===== config.mk =====
export PLATFORM = sky130hd
export DESIGN_NAME = flash_cycle_engine
export DESIGN_NICKNAME = d
export VERILOG_FILES = /design/src/rtl/flash_cycle_pkg.sv /design/src/rtl/flash_spi_shifter.sv /design/src/rtl/flash_data_buf.sv /design/src/rtl/flash_cycle_engine.sv
export SDC_FILE = /design/constraint.sdc
export NUM_CORES = 1
export LEC_CHECK = 0
export BUFFER_PORTS_ARGS = -buffer_cell sky130_fd_sc_hd__buf_4
export CAP_MARGIN = 15
export CORE_MARGIN = 4
export CORE_UTILIZATION = 30
export DETAILED_ROUTE_END_ITERATION = 7
export PLACE_DENSITY_LB_ADDON = 0.2
export SLEW_MARGIN = 10
export SYNTH_ARGS = -nofsm -noshare
export SYNTH_HDL_FRONTEND = slang
export SYNTH_SLANG_ARGS = --single-unit

===== constraint.sdc =====
create_clock -name clk -period 6.7 [get_ports clk]
set_clock_uncertainty 0.05 [all_clocks]
set_input_delay 1.675 -clock clk [delete_from_list [all_inputs] [get_ports clk]]
set_output_delay 1.675 -clock clk [all_outputs]
set_load 0.01 [all_outputs]

===== src/rtl/flash_cycle_pkg.sv =====
package flash_cycle_pkg;
  localparam logic [2:0] CYC_READ  = 3'd0;
  localparam logic [2:0] CYC_PROG  = 3'd1;
  localparam logic [2:0] CYC_ERASE = 3'd2;
  localparam logic [2:0] CYC_RDID  = 3'd3;
  localparam logic [2:0] CYC_WRSR  = 3'd4;
  localparam logic [2:0] CYC_RDSR  = 3'd5;

  localparam logic [7:0] OP_FREAD = 8'h0B;
  localparam logic [7:0] OP_PROG  = 8'h02;
  localparam logic [7:0] OP_SE4K  = 8'h20;
  localparam logic [7:0] OP_RDID  = 8'h9F;
  localparam logic [7:0] OP_WRSR  = 8'h01;
  localparam logic [7:0] OP_RDSR  = 8'h05;
  localparam logic [7:0] OP_WREN  = 8'h06;

  localparam int CTL_GO        = 0;
  localparam int CTL_TYPE_LSB  = 1;
  localparam int CTL_CNT_LSB   = 4;
  localparam int CTL_CLR_DONE  = 13;
  localparam int CTL_CLR_FCERR = 14;
  localparam int CTL_CLR_AEL   = 15;

  typedef enum logic [3:0] {
    S_IDLE, S_WREN, S_GAP, S_CMD, S_ADDR, S_DUMMY,
    S_DIN, S_DOUT, S_END, S_PCMD, S_PREAD, S_FIN
  } seq_state_t;

  function automatic logic [7:0] opcode_of(input logic [2:0] kind);
    case (kind)
      CYC_READ:  opcode_of = OP_FREAD;
      CYC_PROG:  opcode_of = OP_PROG;
      CYC_ERASE: opcode_of = OP_SE4K;
      CYC_RDID:  opcode_of = OP_RDID;
      CYC_WRSR:  opcode_of = OP_WRSR;
      default:   opcode_of = OP_RDSR;
    endcase
  endfunction
endpackage


===== src/rtl/flash_spi_shifter.sv =====
module flash_spi_shifter #(
  parameter int W = 8,
  parameter int CW = $clog2(W)
) (
  input  logic         clk,
  input  logic         rst,
  input  logic         start,
  input  logic [W-1:0] tx,
  input  logic         miso,
  output logic         done,
  output logic [W-1:0] rx,
  output logic         sck,
  output logic         mosi
);
  logic          active, phase;
  logic [CW-1:0] bitn;
  logic [W-1:0]  sh_tx, sh_rx;

  always_ff @(posedge clk) begin
    if (rst) begin
      active <= 1'b0;
      phase  <= 1'b0;
      bitn   <= '0;
      sck    <= 1'b0;
      mosi   <= 1'b0;
      done   <= 1'b0;
      sh_tx  <= '0;
      sh_rx  <= '0;
      rx     <= '0;
    end else begin
      done <= 1'b0;
      if (!active) begin
        if (start) begin
          active <= 1'b1;
          sh_tx  <= tx;
          mosi   <= tx[W-1];
          phase  <= 1'b0;
          bitn   <= '0;
        end
      end else if (!phase) begin
        sck   <= 1'b1;
        sh_rx <= {sh_rx[W-2:0], miso};
        phase <= 1'b1;
      end else begin
        sck   <= 1'b0;
        phase <= 1'b0;
        if (bitn == CW'(W-1)) begin
          active <= 1'b0;
          done   <= 1'b1;
          rx     <= sh_rx;
        end else begin
          bitn  <= bitn + CW'(1);
          sh_tx <= {sh_tx[W-2:0], 1'b0};
          mosi  <= sh_tx[W-2];
        end
      end
    end
  end
endmodule


===== src/rtl/flash_data_buf.sv =====
module flash_data_buf #(
  parameter int DEPTH = 64,
  parameter int W = 8,
  parameter int AW = $clog2(DEPTH)
) (
  input  logic          clk,
  input  logic          we,
  input  logic [AW-1:0] waddr,
  input  logic [W-1:0]  wdata,
  input  logic [AW-1:0] raddr,
  output logic [W-1:0]  rdata
);
  logic [W-1:0] mem [DEPTH];

  always_ff @(posedge clk) begin
    if (we) mem[waddr] <= wdata;
    rdata <= mem[raddr];
  end
endmodule


===== src/rtl/flash_cycle_engine.sv =====
module flash_cycle_engine
  import flash_cycle_pkg::*;
#(
  parameter int ADDR_W = 24,
  parameter int BUF_DEPTH = 64,
  parameter int POLL_MAX = 1024,
  parameter int unsigned PROT_LO = 32'h0000_0800,
  parameter int unsigned PROT_HI = 32'h0000_0FFF,
  parameter int IDX_W = $clog2(BUF_DEPTH)
) (
  input  logic              clk,
  input  logic              rst,
  input  logic              ctl_wr,
  input  logic [15:0]       ctl_wdata,
  input  logic              addr_wr,
  input  logic [ADDR_W-1:0] addr_wdata,
  input  logic              buf_wr,
  input  logic [IDX_W-1:0]  buf_idx,
  input  logic [7:0]        buf_wdata,
  output logic [7:0]        buf_rdata,
  output logic              busy,
  output logic              done,
  output logic              fcerr,
  output logic              ael,
  output logic              spi_sck,
  output logic              spi_cs_n,
  output logic              spi_mosi,
  input  logic              spi_miso
);
  localparam int ADDR_BYTES = ADDR_W / 8;
  localparam int AB_W = $clog2(ADDR_BYTES + 1);
  localparam int PC_W = $clog2(POLL_MAX + 1);
  localparam logic [ADDR_W-1:0] PLO = PROT_LO[ADDR_W-1:0];
  localparam logic [ADDR_W-1:0] PHI = PROT_HI[ADDR_W-1:0];

  seq_state_t        state;
  logic [2:0]        kind;
  logic [ADDR_W-1:0] addr_reg, addr_q;
  logic [IDX_W-1:0]  cnt_q, idx;
  logic [AB_W-1:0]   abyte;
  logic [PC_W-1:0]   poll_cnt;
  logic              pend, hold;
  logic              sh_done;
  logic [7:0]        sh_rx, tx_byte, buf_q;
  logic              launch, byte_state, go;
  logic              req_kind_ok, req_write, req_prot, req_wren;
  logic              k_wren, k_addr;
  logic [2:0]        req_kind;

  assign busy = (state != S_IDLE);
  assign req_kind = ctl_wdata[CTL_TYPE_LSB +: 3];
  assign go = ctl_wr && ctl_wdata[CTL_GO] && (state == S_IDLE);
  assign req_kind_ok = (req_kind <= CYC_RDSR);
  assign req_write = (req_kind == CYC_PROG) || (req_kind == CYC_ERASE);
  assign req_wren = req_write || (req_kind == CYC_WRSR);
  assign req_prot = req_write && (addr_reg >= PLO) && (addr_reg <= PHI);
  assign k_wren = (kind == CYC_PROG) || (kind == CYC_ERASE) || (kind == CYC_WRSR);
  assign k_addr = (kind == CYC_READ) || (kind == CYC_PROG) || (kind == CYC_ERASE);

  always_comb begin
    byte_state = 1'b1;
    tx_byte = 8'h00;
    case (state)
      S_WREN:  tx_byte = OP_WREN;
      S_CMD:   tx_byte = opcode_of(kind);
      S_ADDR:  tx_byte = addr_q[(ADDR_BYTES - 1 - int'(abyte)) * 8 +: 8];
      S_DOUT:  tx_byte = buf_q;
      S_PCMD:  tx_byte = OP_RDSR;
      S_DUMMY, S_DIN, S_PREAD: tx_byte = 8'h00;
      default: byte_state = 1'b0;
    endcase
  end

  assign launch = byte_state && !pend && !hold;

  flash_spi_shifter #(.W(8)) shifter_i (
    .clk(clk), .rst(rst), .start(launch), .tx(tx_byte), .miso(spi_miso),
    .done(sh_done), .rx(sh_rx), .sck(spi_sck), .mosi(spi_mosi)
  );

  logic             mem_we;
  logic [IDX_W-1:0] mem_waddr, mem_raddr;
  logic [7:0]       mem_wdata;

  assign mem_we    = busy ? (state == S_DIN && sh_done) : buf_wr;
  assign mem_waddr = busy ? idx : buf_idx;
  assign mem_wdata = busy ? sh_rx : buf_wdata;
  assign mem_raddr = busy ? idx : buf_idx;
  assign buf_rdata = buf_q;

  flash_data_buf #(.DEPTH(BUF_DEPTH), .W(8), .AW(IDX_W)) buf_i (
    .clk(clk), .we(mem_we), .waddr(mem_waddr), .wdata(mem_wdata),
    .raddr(mem_raddr), .rdata(buf_q)
  );

  always_ff @(posedge clk) begin
    if (rst) begin
      state    <= S_IDLE;
      kind     <= CYC_READ;
      addr_reg <= '0;
      addr_q   <= '0;
      cnt_q    <= '0;
      idx      <= '0;
      abyte    <= '0;
      poll_cnt <= '0;
      pend     <= 1'b0;
      hold     <= 1'b0;
      spi_cs_n <= 1'b1;
      done     <= 1'b0;
      fcerr    <= 1'b0;
      ael      <= 1'b0;
    end else begin
      hold <= 1'b0;
      if (addr_wr) addr_reg <= addr_wdata;
      if (ctl_wr) begin
        if (ctl_wdata[CTL_CLR_DONE])  done  <= 1'b0;
        if (ctl_wdata[CTL_CLR_FCERR]) fcerr <= 1'b0;
        if (ctl_wdata[CTL_CLR_AEL])   ael   <= 1'b0;
      end
      if (launch) pend <= 1'b1;
      case (state)
        S_IDLE: if (go) begin
          kind     <= req_kind;
          addr_q   <= addr_reg;
          cnt_q    <= ctl_wdata[CTL_CNT_LSB +: IDX_W];
          idx      <= '0;
          abyte    <= '0;
          poll_cnt <= '0;
          if (!req_kind_ok) fcerr <= 1'b1;
          else if (req_prot) ael <= 1'b1;
          else begin
            spi_cs_n <= 1'b0;
            state    <= req_wren ? S_WREN : S_CMD;
          end
        end
        S_WREN: if (sh_done) begin
          pend     <= 1'b0;
          spi_cs_n <= 1'b1;
          state    <= S_GAP;
        end
        S_GAP: begin
          spi_cs_n <= 1'b0;
          state    <= S_CMD;
        end
        S_CMD: if (sh_done) begin
          pend <= 1'b0;
          if (k_addr) state <= S_ADDR;
          else if (kind == CYC_WRSR) state <= S_DOUT;
          else state <= S_DIN;
        end
        S_ADDR: if (sh_done) begin
          pend <= 1'b0;
          if (abyte == AB_W'(ADDR_BYTES - 1)) begin
            if (kind == CYC_READ) state <= S_DUMMY;
            else if (kind == CYC_PROG) state <= S_DOUT;
            else begin
              spi_cs_n <= 1'b1;
              state    <= S_END;
            end
          end else begin
            abyte <= abyte + AB_W'(1);
          end
        end
        S_DUMMY: if (sh_done) begin
          pend  <= 1'b0;
          state <= S_DIN;
        end
        S_DIN: if (sh_done) begin
          pend <= 1'b0;
          if (idx == cnt_q) begin
            spi_cs_n <= 1'b1;
            state    <= S_END;
          end else begin
            idx <= idx + IDX_W'(1);
          end
        end
        S_DOUT: if (sh_done) begin
          pend <= 1'b0;
          if (idx == cnt_q) begin
            spi_cs_n <= 1'b1;
            state    <= S_END;
          end else begin
            idx  <= idx + IDX_W'(1);
            hold <= 1'b1;
          end
        end
        S_END: begin
          if (k_wren) begin
            spi_cs_n <= 1'b0;
            state    <= S_PCMD;
          end else begin
            state <= S_FIN;
          end
        end
        S_PCMD: if (sh_done) begin
          pend  <= 1'b0;
          state <= S_PREAD;
        end
        S_PREAD: if (sh_done) begin
          pend <= 1'b0;
          if (!sh_rx[0]) begin
            spi_cs_n <= 1'b1;
            state    <= S_FIN;
          end else if (poll_cnt == PC_W'(POLL_MAX - 1)) begin
            spi_cs_n <= 1'b1;
            fcerr    <= 1'b1;
            state    <= S_IDLE;
          end else begin
            poll_cnt <= poll_cnt + PC_W'(1);
          end
        end
        S_FIN: begin
          done  <= 1'b1;
          state <= S_IDLE;
        end
        default: state <= S_IDLE;
      endcase
    end
  end
endmodule


Word-level counts from Yosys, hierarchy flattened
Memory sizes are Yosys's and may differ from the RTL's. A register that Yosys moved wholly into a read port is not among the register bits.
Index checks and enable logic that the tools add are counted.
Storage, ports and cells
  memories kept: 1
  bits in registers: 117
  latch bits: 0
  memory bits (writable): 512
  output and inout bits: 15
  memory bits (read-only): 0
Cells by class
  shifts and indexed selects: 1
  order comparisons: 3
  eq/ne operators: 44
  divide/modulo/power cells: 0
  multiply operators: 0
  bitwise operators: 4
  add/sub/neg operators: 5
  reductions and logical operators: 39
  mux-type cells: 98
Memory list
  buf_i.mem: depth 64, bits a word 8, rd ports 1, clocked after memory_dff 1, wr ports 1, line flash_data_buf.sv:13  | logic [W-1:0] mem [DEPTH];
Operators with widths (number)
  8-bit one-hot mux with 5 select lines: 2
  4-bit two-way mux: 16
  1-bit two-way mux: 51
  11-bit two-way mux: 4
  4-bit one-hot mux with 10 select lines: 1
  7-bit two-way mux: 4
  24-bit by 12-bit >= comparator with 1-bit output, second input constant: 1
  24-bit by 12-bit less-or-equal comparator with 1-bit output, second input constant: 1
  6-bit two-way mux: 4
  2-bit != test, second input constant: 12
  24-bit by 6-bit indexed part select with 8-bit output: 1
  11-bit one-hot mux with 2 select lines: 1
  2-bit by 1-bit != test with 1-bit output, second input constant: 9
  4-bit by 3-bit == test with 1-bit output, second input constant: 4
  4-bit == test, second input constant: 4
  14-bit AND reduction: 1
  13-bit AND reduction: 1
  2-bit two-way mux: 6
  3-bit two-way mux: 4
  6-bit one-hot mux with 2 select lines: 1
  2-bit nonzero test: 6
  11-bit by 1-bit adder with 11-bit output, second input constant: 1
  11-bit by 10-bit == test with 1-bit output, second input constant: 1
  3-bit by 2-bit == test with 1-bit output, second input constant: 3
  other kinds (31): 55

Longest topological paths before layout
Gate-level depths: netlist (run 1).
  depth after elaboration: 8
  mapped depth: 12
  depth with buffers taken out: 8

Cells and area by module
From an unflattened synthesis (run 1), not the netlist that was laid out.
Second synthesis, totals
  cell total of the unflattened synthesis: 1683
  area total of the unflattened synthesis: 25823.5 µm²
Modules (own cells, without submodules)
  flash_data_buf: instances 1, cells an instance 972, area each 20190.6 µm²
  flash_cycle_engine: instances 1, cells an instance 566, area each 4395.5 µm²
  flash_spi_shifter: instances 1, cells an instance 145, area each 1237.4 µm²

Worst setup path after synthesis (run 1)
OpenSTA, ideal clock, no wires.
  path kind: input to register
  start point: in buf_idx[1]
  end point: mem buf_i.mem[13][0], enable pin
  data arrival time: 3.150 ns
  path buffers: 2
  cell stages on the path: 6
  path slack: 3.130 ns
  data required time: 6.280 ns
  setup time: 0.370 ns
  path through: nand3b_1 > mux2i_1 > clkbuf_1 > clkbuf_1 > nand2_1 > nor2_1
On the way
  cells in the longest elaborated chain, start to end: 1
Ends and longest elaborated chain
  start, declared: line flash_cycle_engine.sv:18  | input logic [IDX_W-1:0] buf_idx,
  6-bit two-way mux: line flash_cycle_engine.sv:86  | assign mem_waddr = busy ? idx : buf_idx;
  end, declared: line flash_data_buf.sv:13
No other way between the ends.

Worst setup path in the final report (run 1)
  start point: reg state[3]
  end point: reg buf_i.rdata[3] (read register of buf_i.mem)
On the way
  cells in the longest elaborated chain, start to end: 2
Ends and longest elaborated chain
  start, declared: line flash_cycle_engine.sv:36  | seq_state_t state;
  start signal, assigned: line flash_cycle_engine.sv:133  | state <= req_wren ? S_WREN : S_CMD;
  4-bit nonzero test: line flash_cycle_engine.sv:50  | assign busy = (state != S_IDLE);
  6-bit two-way mux: line flash_cycle_engine.sv:88  | assign mem_raddr = busy ? idx : buf_idx;
  end, declared: line flash_data_buf.sv:11  | output logic [W-1:0] rdata
No other way between the ends.
A chain may end at the register's enable or synchronous reset.

==> impl_metrics.tcl, run 1 <==
set metrics [dict create \
    hold_viol_final 0 \
    boundaryPins 75 \
    cts_repair_resize_count 0 \
    p_per_area_mw_per_mm2 392 \
    grt_util_all_layers_pct 15.7 \
    synth_warnings 0 \
    floorplan.core_area_sq_mm 0.0807 \
    cts_hold_bufs 0 \
    ant_nets 0 \
    final_max_slew_viol_count 0 \
    grt_antenna_before_repair 0 \
    dominant_cell_type_by_area_after_synthesis "sky130_fd_sc_hd__edfxtp_1" \
    flow.area_growth_from_synthesis_pct 15.8 \
    cts_htree_levels 3 \
    cp_slowest_cell "sky130_fd_sc_hd__nor4_1" \
    post-dp-hpwl_um 41800 \
    synth.area.top_cells "sky130_fd_sc_hd__edfxtp_1 (63%), sky130_fd_sc_hd__dfxtp_1 (10%), sky130_fd_sc_hd__a22oi_1 (4.0%), sky130_fd_sc_hd__nand2_1 (2.6%), sky130_fd_sc_hd__a221oi_1 (2.4%)" \
    worst_setup_hold_path_clk_slew_ns 0.06 \
    worst-setup-path-type "register to register" \
    worst_slew_margin_rel_pct 17.9 \
    worst-slew-pin-transition_ns 1.22 \
    fmax_mhz 223 \
    ys.flop_type "sky130_fd_sc_hd__edfxtp_1" \
    syn_nets 1796 \
    globalRouteOverflowTotal 0 \
    worstPathRequired_ns 7.08 \
    peakVddDrop_uv 204 \
    worstPathMaxFanout 22 \
    worstPathCellList "nor4_4, inv_2, mux2_2, buf_4, a22o_1, a221oi_1, a31oi_1, nor4_1, nand2_1" \
    core.rowCount 104 \
    routed_via_density 5.25 \
    cts_root_buf "sky130_fd_sc_hd__clkbuf_16" \
    critical-path-max-stage-delay_ns 1.02 \
    port-buffer-count 71 \
    gp_congestion 0.794 \
    postSynthAreaPerCell_sq_um 14.1 \
    power.static_leakage_nw 9.05 \
    drv.max_cap_violation_count 0 \
    routedLengthMet1_um 31400 \
    drt-wirelength-per-cell_um 23.9 \
    unrepaired_setup_endpoints_after_global_routing "no" \
    antennaDiodeCount 0 \
    clock_tree_from_tritoncts "yes" \
    design.final.nets 1854 \
    grt_max_degree 66 \
    route.detailed.drc 0 \
    totalNegativeSetupSlack_ns 0 \
    number_of_enable_type_register_cells_in_the_synthesized_netlist 512 \
    via_count_of_the_first_global_routing_pass 15000 \
    power.total_w 0.0111 \
    start_kind "register" \
    routed-wl-met2_um 32900 \
    cp-end-kind "register" \
    setup-violations-final 0 \
    detail_route.first_pass.iterations 5 \
    min_clock_period_post_route_ns 4.49 \
    synth_top_cell_area_share_pct 62.8 \
    netlist_instances 1730 \
    die-area_sq_mm 0.0862 \
    worstHoldPathType "register to register" \
    synth.distinct_cells 56 \
    topRoutingLayerUsed "met4" \
    cts_post_setup_buffers_inserted 0 \
    floorplan.die.height_um 294 \
    cts_made_buffers 68 \
    die_x_um 294 \
    fin_crit_sh_pct 67.1 \
    starting_density_pct 30.3 \
    yosys_register_bits 637 \
    met3_wirelength_um 3560 \
    vias 15300 \
    number_of_flip_flops_in_the_largest_register 512 \
    cts_max_path_buffers 3 \
    clkSinkCount 637 \
    layout-drive-gt1-share_pct 12.5 \
    first_iter_violations 1127 \
    clkLatencyLatePin_ns 0.61 \
    synth_seq_area_share_pct 73.0 \
    synth-async-reset-ratio_pct 0 \
    final.hold.worst_slack_ns 0.404 \
    wire_length_of_the_first_global_routing_pass_um 101000 \
    detail_route.wirelength_um 69500 \
    timing.critical_path.arrival_ns 4.87 \
    outcome "complete, no violations" \
    syn_area_sq_mm 0.0245 \
    filler_cell_count 7802 \
]
-- per-stage QoR --
step	setup slack, ns	cells	area [sq um]	util, %
floorplan	3.13	1730	24500	-
global placement	1.78	2778	26100	32.4
detailed placement	1.73	2778	26100	32.4
CTS	2.28	2903	28300	35.1
global route	2.08	2903	28300	35.1
finish	2.21	2903	28300	35.1
-- worst max-delay path, delay by kind of cell, from the launching register on --
kind            cells  cell delay (ns)
compound gates      3             0.88
mux                 1             0.55
flops               1             0.86
simple gates        3             1.28
buf+inv             2             0.68
-- layer usage --
layer | GRT usage, % | up-vias
li1 | - | 6887
met1 | 21.5 | 7853
met2 | 25.9 | 410
met3 | 2.91 | 102
met4 | 4.15 | 0
met5 | 0 | -
-- cell families after synthesis --
group                    Yosys count  share of synthesized area (%)
flip-flops                       637                           73.0
AO/OA/AOI/OAI                    466                           13.7
AND/OR/NAND/NOR                  422                           7.67
buffers and inverters            127                           2.34
multiplexers                      52                           2.23
XOR/XNOR                          19                          0.680
adder cells (fa/ha/maj)            7                          0.348
-- Yosys cell counts (25+ instances only) --
library cell and n:
sky130_fd_sc_hd__o21ai_0 25, sky130_fd_sc_hd__mux2i_1 40, sky130_fd_sc_hd__a31oi_1 66, sky130_fd_sc_hd__clkbuf_1 77, sky130_fd_sc_hd__edfxtp_1 512, sky130_fd_sc_hd__dfxtp_1 125, sky130_fd_sc_hd__a221oi_1 67, sky130_fd_sc_hd__a21oi_1 78
sky130_fd_sc_hd__a22oi_1 132, sky130_fd_sc_hd__a22o_1 65, sky130_fd_sc_hd__nand2_1 171, sky130_fd_sc_hd__buf_2 28, sky130_fd_sc_hd__nor2_1 141
-- layout make-up --
class / count / area [sq um] / area share (%)
tap: 1060 / 1330 / 4.68
timing repair buffer: 105 / 826 / 2.91
inverter: 10 / 37.5 / 0.132
multi-input combinational: 966 / 6080 / 21.5
sequential: 637 / 17900 / 63.1
clock inverter: 33 / 313 / 1.10
clock buffer: 92 / 1880 / 6.62
-- final timing paths --
path                             startpoint              to  slack (ns)  cells after the start
worst max-delay path               state[3]  buf_i.rdata[3]        2.21                      9
worst min-delay path            addr_reg[8]       addr_q[8]        0.40                      2
worst max register to register     state[3]  buf_i.rdata[3]        2.21                      9
worst min register to register  addr_reg[8]       addr_q[8]        0.40                      2
-- cell usage in the layout (no fill, tap or decap), types with 6 or more instances in the layout --
| cell type | n |
|---|---|
| sky130_fd_sc_hd__edfxtp_1 | 512 |
| sky130_fd_sc_hd__nand2_1 | 171 |
| sky130_fd_sc_hd__nor2_1 | 140 |
| sky130_fd_sc_hd__a22oi_1 | 132 |
| sky130_fd_sc_hd__dfxtp_1 | 125 |
| sky130_fd_sc_hd__buf_4 | 102 |
| sky130_fd_sc_hd__a21oi_1 | 78 |
| sky130_fd_sc_hd__clkbuf_16 | 70 |
| sky130_fd_sc_hd__a221oi_1 | 67 |
| sky130_fd_sc_hd__a31oi_1 | 66 |
| sky130_fd_sc_hd__a22o_1 | 65 |
| sky130_fd_sc_hd__mux2i_1 | 37 |
| sky130_fd_sc_hd__o21ai_0 | 24 |
| sky130_fd_sc_hd__nor4_1 | 20 |
| sky130_fd_sc_hd__clkbuf_1 | 17 |
| sky130_fd_sc_hd__nand3_1 | 16 |
| sky130_fd_sc_hd__nor3_1 | 12 |
| sky130_fd_sc_hd__xor2_1 | 12 |
| sky130_fd_sc_hd__o22ai_1 | 12 |
| sky130_fd_sc_hd__clkinv_2 | 12 |
| sky130_fd_sc_hd__clkinv_1 | 11 |
| sky130_fd_sc_hd__nand3b_1 | 10 |
| sky130_fd_sc_hd__mux2_2 | 9 |
| sky130_fd_sc_hd__nand4_1 | 9 |
| sky130_fd_sc_hd__inv_1 | 9 |
| sky130_fd_sc_hd__nor3b_1 | 8 |
| sky130_fd_sc_hd__or3_1 | 7 |
| sky130_fd_sc_hd__xnor2_1 | 7 |
| sky130_fd_sc_hd__nand2b_1 | 6 |
| sky130_fd_sc_hd__ha_1 | 6 |
-- report_power, final --
| group | internal [W] | switching [W] | total (W) |
|---|---|---|---|
| logic | 0.000648 | 0.00176 | 0.00241 |
| registers | 0.00485 | 0.000146 | 0.00499 |
| clock network | 0.00217 | 0.00155 | 0.00372 |
Power figures use the tool's default switching activity.
==> run 2: changes to the inputs <==
--- a/config.mk
+++ b/config.mk
@@ -5,6 +5,7 @@
 export SDC_FILE = /design/constraint.sdc
 export NUM_CORES = 1
 export LEC_CHECK = 0
+export ABC_AREA = 1
 export BUFFER_PORTS_ARGS = -buffer_cell sky130_fd_sc_hd__buf_4
 export CAP_MARGIN = 15
 export CORE_MARGIN = 4
==> constraint.sdc (replaced) <==
create_clock -name clk -period 3.65 [get_ports clk]
set_clock_uncertainty 0.05 [all_clocks]
set_input_delay 0.9125 -clock clk [delete_from_list [all_inputs] [get_ports clk]]
set_output_delay 0.9125 -clock clk [all_outputs]
set_load 0.01 [all_outputs]
==> run 2 against run 1 <==
Against the previous run: critical path depth up 1; first-iteration DRC count is 20% higher; count of clock-buffer cells in the layout is 13 higher; hold slack worse by 0.0088 ns; sequential power grew 82%; combinational power grew to 4.1 times the previous value; register-to-register slack worse by 1.8 ns; synthesized area grew 13%; wire length increased by 13%; critical path type unchanged; critical endpoint is now buf_i.mem[2][1]; largest cell class unchanged; highest routed layer unchanged.
==> impl_metrics.tcl, run 2 <==
set metrics [dict create \
    outcome "complete, no violations" \
    vias 20200 \
    number_of_enable_type_register_cells_in_the_synthesized_netlist 512 \
    start_kind "register" \
    flow.area_growth_from_synthesis_pct 17.8 \
    hold-path-cell-count 2 \
    setup-violations-final 0 \
    rr_worst_depth 10 \
    most-common-layout-cells "sky130_fd_sc_hd__nand2_1 (1405), sky130_fd_sc_hd__edfxtp_1 (512), sky130_fd_sc_hd__nor2_1 (218)" \
    peakVddDrop_uv 427 \
    detail_route.first_pass.iterations 7 \
    port-buffer-count 71 \
    drt-wirelength-per-cell_um 17.7 \
    number_of_flip_flops_in_the_largest_register 512 \
    hold_viol_final 0 \
    detail_route.wirelength_um 78700 \
    synth.area.top_cells "sky130_fd_sc_hd__edfxtp_1 (55%), sky130_fd_sc_hd__nand2_1 (19%), sky130_fd_sc_hd__dfxtp_1 (9.0%), sky130_fd_sc_hd__nand3_1 (3.1%), sky130_fd_sc_hd__nor2_1 (2.9%)" \
    worstPathMaxFanout 19 \
    syn_area_sq_mm 0.0278 \
    cts_htree_levels 3 \
    worst-slew-pin-transition_ns 0.741 \
    synth_top_cell_area_share_pct 55.4 \
    total_switching_power_w 0.0104 \
    synth_warnings 0 \
    grt_util_all_layers_pct 15.9 \
    worstPathCellList "nor2_8, nand2_4, inv_1, nand2_1, o21a_1, clkinv_1, nand2_1, buf_4, nor2_1, buf_4" \
    cp-end-kind "register" \
    post-dp-hpwl_um 48500 \
    clkSinkCount 637 \
    netlist_instances 3005 \
    multiInputGateArea_sq_mm 0.00889 \
    postSynthAreaPerCell_sq_um 9.24 \
    instances_no_fill 4434 \
    cp_slowest_cell "sky130_fd_sc_hd__nand2_1" \
    sw_frac_of_total_pct 40.4 \
    drv.max_cap_violation_count 0 \
    routed_via_density 4.56 \
    fin_crit_sh_pct 87.7 \
    finish.instance_area_sq_mm 0.0327 \
    boundaryPins 75 \
    cts_hold_bufs 0 \
    synth-async-reset-ratio_pct 0 \
    min_clock_period_post_route_ns 3.20 \
    power.share.combinational_pct 38.5 \
    p_per_area_mw_per_mm2 788 \
    cts_made_buffers 70 \
    intPower_w 0.0154 \
    route.detailed.drc 0 \
    globalRouteOverflowTotal 0 \
    floorplan.core_area_sq_mm 0.0918 \
    place_area_sq_mm 0.0306 \
    cpLargestDelayFamily "simple AND/OR/NAND/NOR gates" \
    cts_max_path_buffers 3 \
    yosys_register_bits 637 \
    design.final.nets 3207 \
    first_iter_violations 1352 \
    synth_seq_area_share_pct 64.4 \
    final_max_slew_viol_count 0 \
    clkLatencyLatePin_ns 0.62 \
    unrepaired_setup_endpoints_after_global_routing "no" \
    grt_antenna_before_repair 0 \
    filler_cell_count 9340 \
    commonest_cells_in_the_netlist "sky130_fd_sc_hd__nand2_1 (1411), sky130_fd_sc_hd__edfxtp_1 (512), sky130_fd_sc_hd__nor2_1 (218)" \
    die-area_sq_mm 0.0975 \
    worst_slew_margin_rel_pct 50.6 \
    cts_root_buf "sky130_fd_sc_hd__clkbuf_16" \
    logic_depth_of_the_worst_setup_path_including_buffers 10 \
    power.static_leakage_nw 13.5 \
    mostFrequentLayoutCell "sky130_fd_sc_hd__nand2_1" \
    via_count_of_the_first_global_routing_pass 19300 \
    antennaDiodeCount 0 \
    fmax_mhz 312 \
    syn_nets 3071 \
    die_x_um 312 \
    worst-path-buf-inv 4 \
    ant_nets 0 \
    core.rowCount 111 \
    worst-setup-path-type "register to register" \
    share_of_power_burned_in_the_clock_network_pct 26.2 \
    synth.distinct_cells 45 \
    clock_tree_from_tritoncts "yes" \
    dominant_cell_type_by_area_after_synthesis "sky130_fd_sc_hd__edfxtp_1" \
    timing.critical_path.arrival_ns 3.51 \
    starting_density_pct 30.2 \
    grt_max_degree 86 \
    cts_post_setup_buffers_inserted 0 \
    power_frac_seq_pct 35.3 \
    synth_most_common_cell "sky130_fd_sc_hd__nand2_1" \
    regArea_sq_mm 0.0179 \
    worstHoldPathType "register to register" \
    layout-drive-gt1-share_pct 10.8 \
    floorplan.die.height_um 312 \
    wire_length_of_the_first_global_routing_pass_um 119000 \
    gp_congestion 0.852 \
    critical-path-max-stage-delay_ns 0.55 \
    worstPathRequired_ns 3.96 \
    worst_setup_hold_path_clk_slew_ns 0.06 \
    place_inst 4312 \
    cts_repair_resize_count 0 \
    ys.flop_type "sky130_fd_sc_hd__edfxtp_1" \
]
## run 2: cell types whose count changed after synthesis, moves of 8 or more
cell / change
sky130_fd_sc_hd__nand2_1: +1240
sky130_fd_sc_hd__nand3_1: +157
sky130_fd_sc_hd__a22oi_1: -130
sky130_fd_sc_hd__inv_1: +123
sky130_fd_sc_hd__o21ai_0: +88
sky130_fd_sc_hd__nor2_1: +77
sky130_fd_sc_hd__a221oi_1: -67
sky130_fd_sc_hd__a22o_1: -65
sky130_fd_sc_hd__a31oi_1: -63
sky130_fd_sc_hd__mux2i_1: -38
sky130_fd_sc_hd__buf_2: +20
sky130_fd_sc_hd__nor4_1: -19
sky130_fd_sc_hd__mux2_2: -9
sky130_fd_sc_hd__nor3b_1: -8
## run 2: worst reg2reg max path, delay by kind of cell, from the launching register on
| family | cells | cell delay [ns] |
|---|---|---|
| flip-flops | 1 | 0.54 |
| AO/OA/AOI/OAI | 1 | 0.24 |
| AND/OR/NAND/NOR | 5 | 1.11 |
| buffers and inverters | 4 | 1.00 |
## run 2: metrics by stage
step / total power, W / setup WS (ns) / hold slack [ns] / setup TNS, ns / utilization, %
2_1_floorplan: 0.0154 / -0.682 / 0.370 / -349.34 / -
3_3_place_gp: 0.0193 / 0.420 / 0.381 / 0 / 33.3
3_5_place_dp: 0.0193 / 0.418 / 0.386 / 0 / 33.3
4_1_cts: 0.0262 / 0.385 / 0.395 / 0 / 35.6
5_1_grt: 0.0275 / 0.227 / 0.415 / 0 / 35.6
6_report: 0.0258 / 0.449 / 0.395 / 0 / 35.6
## run 2: power groups by stage
| stage | logic [W] | registers (W) | clock network [W] |
|---|---|---|---|
| after detailed placement | 0.0101 | 0.00926 | 0 |
| after floorplan | 0.00615 | 0.00928 | 0 |
| final | 0.00994 | 0.00910 | 0.00676 |
| after CTS | 0.0101 | 0.00911 | 0.00696 |
| after global routing | 0.0111 | 0.00914 | 0.00726 |
| after global placement | 0.0101 | 0.00925 | 0 |
## run 2: final timing paths
check                   from               to  slack [ns]
hold / removal    addr_q[14]       addr_q[14]        0.40
setup reg to reg    state[1]  buf_i.mem[2][1]        0.45
hold reg to reg   addr_q[14]       addr_q[14]        0.40
setup / recovery    state[1]  buf_i.mem[2][1]        0.45
## run 2: routing by layer
metal / share of wire, % / track usage, % / vias up
met5: 0 / 0 / -
met4: 2.3 / 4.31 / 0
met3: 4.5 / 2.85 / 118
met2: 47 / 26.4 / 374
met1: 46 / 21.5 / 9617
li1: - / - / 10100
## run 2: final cells by class
cell class / count / share of cell area, %
multi-input combinational: 2088 / 27.2
inverter: 145 / 1.68
clock inverter: 17 / 0.379
sequential: 637 / 54.6
timing repair buffer: 199 / 5.18
tap: 1243 / 4.75
clock buffer: 105 / 6.20
## run 2: cells by family (layout without fill, tap and decap cells)
logic type / Yosys count / count (layout) / synth area share, %
simple gates: 1856 / 1856 / 26.8
fa+ha+maj: 6 / 6 / 0.270
buf+inv: 280 / 466 / 4.13
compound gates: 219 / 219 / 4.23
xor+xnor: 5 / 5 / 0.158
mux: 2 / 2 / 0.0721
flops: 637 / 637 / 64.4
==> run 3: changes to the inputs <==
--- a/config.mk
+++ b/config.mk
@@ -9,9 +9,10 @@
 export BUFFER_PORTS_ARGS = -buffer_cell sky130_fd_sc_hd__buf_4
 export CAP_MARGIN = 15
 export CORE_MARGIN = 4
-export CORE_UTILIZATION = 30
+export CORE_UTILIZATION = 40
 export DETAILED_ROUTE_END_ITERATION = 7
 export PLACE_DENSITY_LB_ADDON = 0.2
+export SKIP_LAST_GASP = 1
 export SLEW_MARGIN = 10
 export SYNTH_ARGS = -nofsm -noshare
 export SYNTH_HDL_FRONTEND = slang
==> run 3 against run 2 <==
Against the previous run: non-clock buffer count fell by 9; highest routed layer unchanged; total power fell by 0.14%; final area fell by 1.1%; global-route usage rose by 3.9 points; maximum frequency rose by 4.1%; sequential cell count did not move; die area fell by 24%; combinational power fell by 2%; core utilization rose by 11 points; via count rose by 0.42%; sequential share of layout area rose by 0.60 points; clock power rose by 2%.
==> impl_metrics.tcl, run 3 (synthesis results as in run 2) <==
set metrics [dict create \
    worst-slew-pin-transition_ns 1.01 \
    route.detailed.drc 0 \
    fmax_mhz 325 \
    instances_no_fill 4116 \
    worst_setup_hold_path_clk_slew_ns 0.06 \
    cts_root_buf "sky130_fd_sc_hd__clkbuf_16" \
    globalRouteOverflowTotal 0 \
    cpLargestDelayFamily "simple AND/OR/NAND/NOR gates" \
    total_switching_power_w 0.0102 \
    peakVddDrop_uv 509 \
    port-buffer-count 71 \
    power.total_w 0.0258 \
    cts_max_path_buffers 3 \
    layout-drive-gt1-share_pct 10.7 \
    power.static_leakage_nw 13.5 \
    worst-path-buf-inv 4 \
    finish.instance_area_sq_mm 0.0324 \
    design.final.nets 3198 \
    mostFrequentLayoutCell "sky130_fd_sc_hd__nand2_1" \
    core.rowCount 96 \
    detail_route.wirelength_um 73600 \
    cts_htree_levels 3 \
    share_of_power_burned_in_the_clock_network_pct 26.8 \
    intPower_w 0.0155 \
    postLayoutCoreUtil_pct 47.1 \
    power_frac_seq_pct 35.3 \
    worstPathCellList "nor2_8, nand2_4, inv_1, or2_1, o21ai_4, inv_2, nor3_4, inv_2, nor2_1, buf_4" \
    place_inst 3991 \
    cp_slowest_cell "sky130_fd_sc_hd__dfxtp_1" \
    most-common-layout-cells "sky130_fd_sc_hd__nand2_1 (1405), sky130_fd_sc_hd__edfxtp_1 (512), sky130_fd_sc_hd__nor2_1 (218)" \
    critical-path-max-stage-delay_ns 0.56 \
    number_of_flip_flops_in_the_largest_register 512 \
    die_x_um 271 \
    cts_made_buffers 70 \
    post-dp-hpwl_um 45900 \
    fin_crit_sh_pct 84.2 \
    power.share.combinational_pct 37.9 \
    final_max_slew_viol_count 0 \
    drt-wirelength-per-cell_um 17.9 \
    wire_length_of_the_first_global_routing_pass_um 114000 \
    gp_congestion 0.889 \
    worstHoldPathType "register to register" \
    grt_antenna_before_repair 0 \
    clkSinkCount 637 \
    unrepaired_setup_endpoints_after_global_routing "no" \
    flow.area_growth_from_synthesis_pct 16.6 \
    clock_tree_from_tritoncts "yes" \
    drv.max_cap_violation_count 0 \
    p_per_area_mw_per_mm2 796 \
    outcome "complete, no violations" \
    min_clock_period_post_route_ns 3.07 \
    clkLatencyLatePin_ns 0.61 \
    boundaryPins 75 \
    cts_hold_bufs 0 \
    first_iter_violations 1539 \
    cpMostUsedCell "sky130_fd_sc_hd__inv_2" \
    worst-setup-path-type "register to register" \
    place_area_sq_mm 0.0301 \
    hold_viol_final 0 \
    worst_slew_margin_rel_pct 32.7 \
    die-area_sq_mm 0.0737 \
    via_count_of_the_first_global_routing_pass 19800 \
    routed_via_density 4.93 \
    floorplan.core_area_sq_mm 0.0687 \
    floorplan.die.height_um 271 \
    ant_nets 0 \
    worstPathRequired_ns 3.91 \
    cts_repair_resize_count 0 \
    vias 20300 \
    worstPathMaxFanout 19 \
    cp-end-kind "register" \
    sw_frac_of_total_pct 39.7 \
    grt_util_all_layers_pct 19.9 \
    detail_route.first_pass.iterations 5 \
    starting_density_pct 40.4 \
    setup-violations-final 0 \
    cts_post_setup_buffers_inserted 0 \
    start_kind "register" \
    timing.critical_path.arrival_ns 3.33 \
    grt_max_degree 86 \
]
[run 3: metal layers]
metal / part of all wire, % / up-vias / track usage (%) / wire [um]
met3: 5.3 / 120 / 3.44 / 3880
li1: - / 10100 / - / -
met2: 49 / 488 / 33.9 / 35800
met1: 43 / 9613 / 26.1 / 31800
met4: 2.9 / 0 / 5.98 / 2130
met5: 0 / - / 0 / 0
[run 3: tightest hold or removal path, cell delays in order (launching register included)]
cell	delay, ns
sky130_fd_sc_hd__dfxtp_1	0.30
sky130_fd_sc_hd__inv_1	0.05
sky130_fd_sc_hd__a21oi_1	0.05
[run 3: final timing paths]
| check | slack, ns | cells after the start | end | start |
|---|---|---|---|---|
| worst max-delay path | 0.58 | 10 | buf_i.mem[11][7] | state[1] |
| worst min-delay path | 0.39 | 2 | addr_q[14] | addr_q[14] |
| worst max register to register | 0.58 | 10 | buf_i.mem[11][7] | state[1] |
| worst min register to register | 0.39 | 2 | addr_q[14] | addr_q[14] |
[run 3: final cells by class]
type,instances,area (sq um)
Antenna cell,1,2.50
Clock buffer,96,1930
Clock inverter,28,290
Fill cell,6484,36300
Inverter,145,549
Multi-Input combinational cell,2088,8890
Sequential cell,637,17900
Tap cell,931,1160
Timing Repair Buffer,190,1660
[run 3: power by group through the flow]
stage	logic [W]	registers, W	clock network [W]
floorplan	0.00615	0.00928	0
global placement	0.00968	0.00924	0
detailed placement	0.00977	0.00925	0
CTS	0.00980	0.00910	0.00706
global route	0.0109	0.00914	0.00737
finish	0.00976	0.00910	0.00690
[run 3: stage by stage]
step | worst slack (ns) | TNS [ns] | hold WS [ns]
final | 0.575 | 0 | 0.393
after global routing | 0.413 | 0 | 0.420
after detailed placement | 0.595 | 0 | 0.383
after global placement | 0.593 | 0 | 0.381
after floorplan | -0.682 | -349.34 | 0.370
after CTS | 0.627 | 0 | 0.392
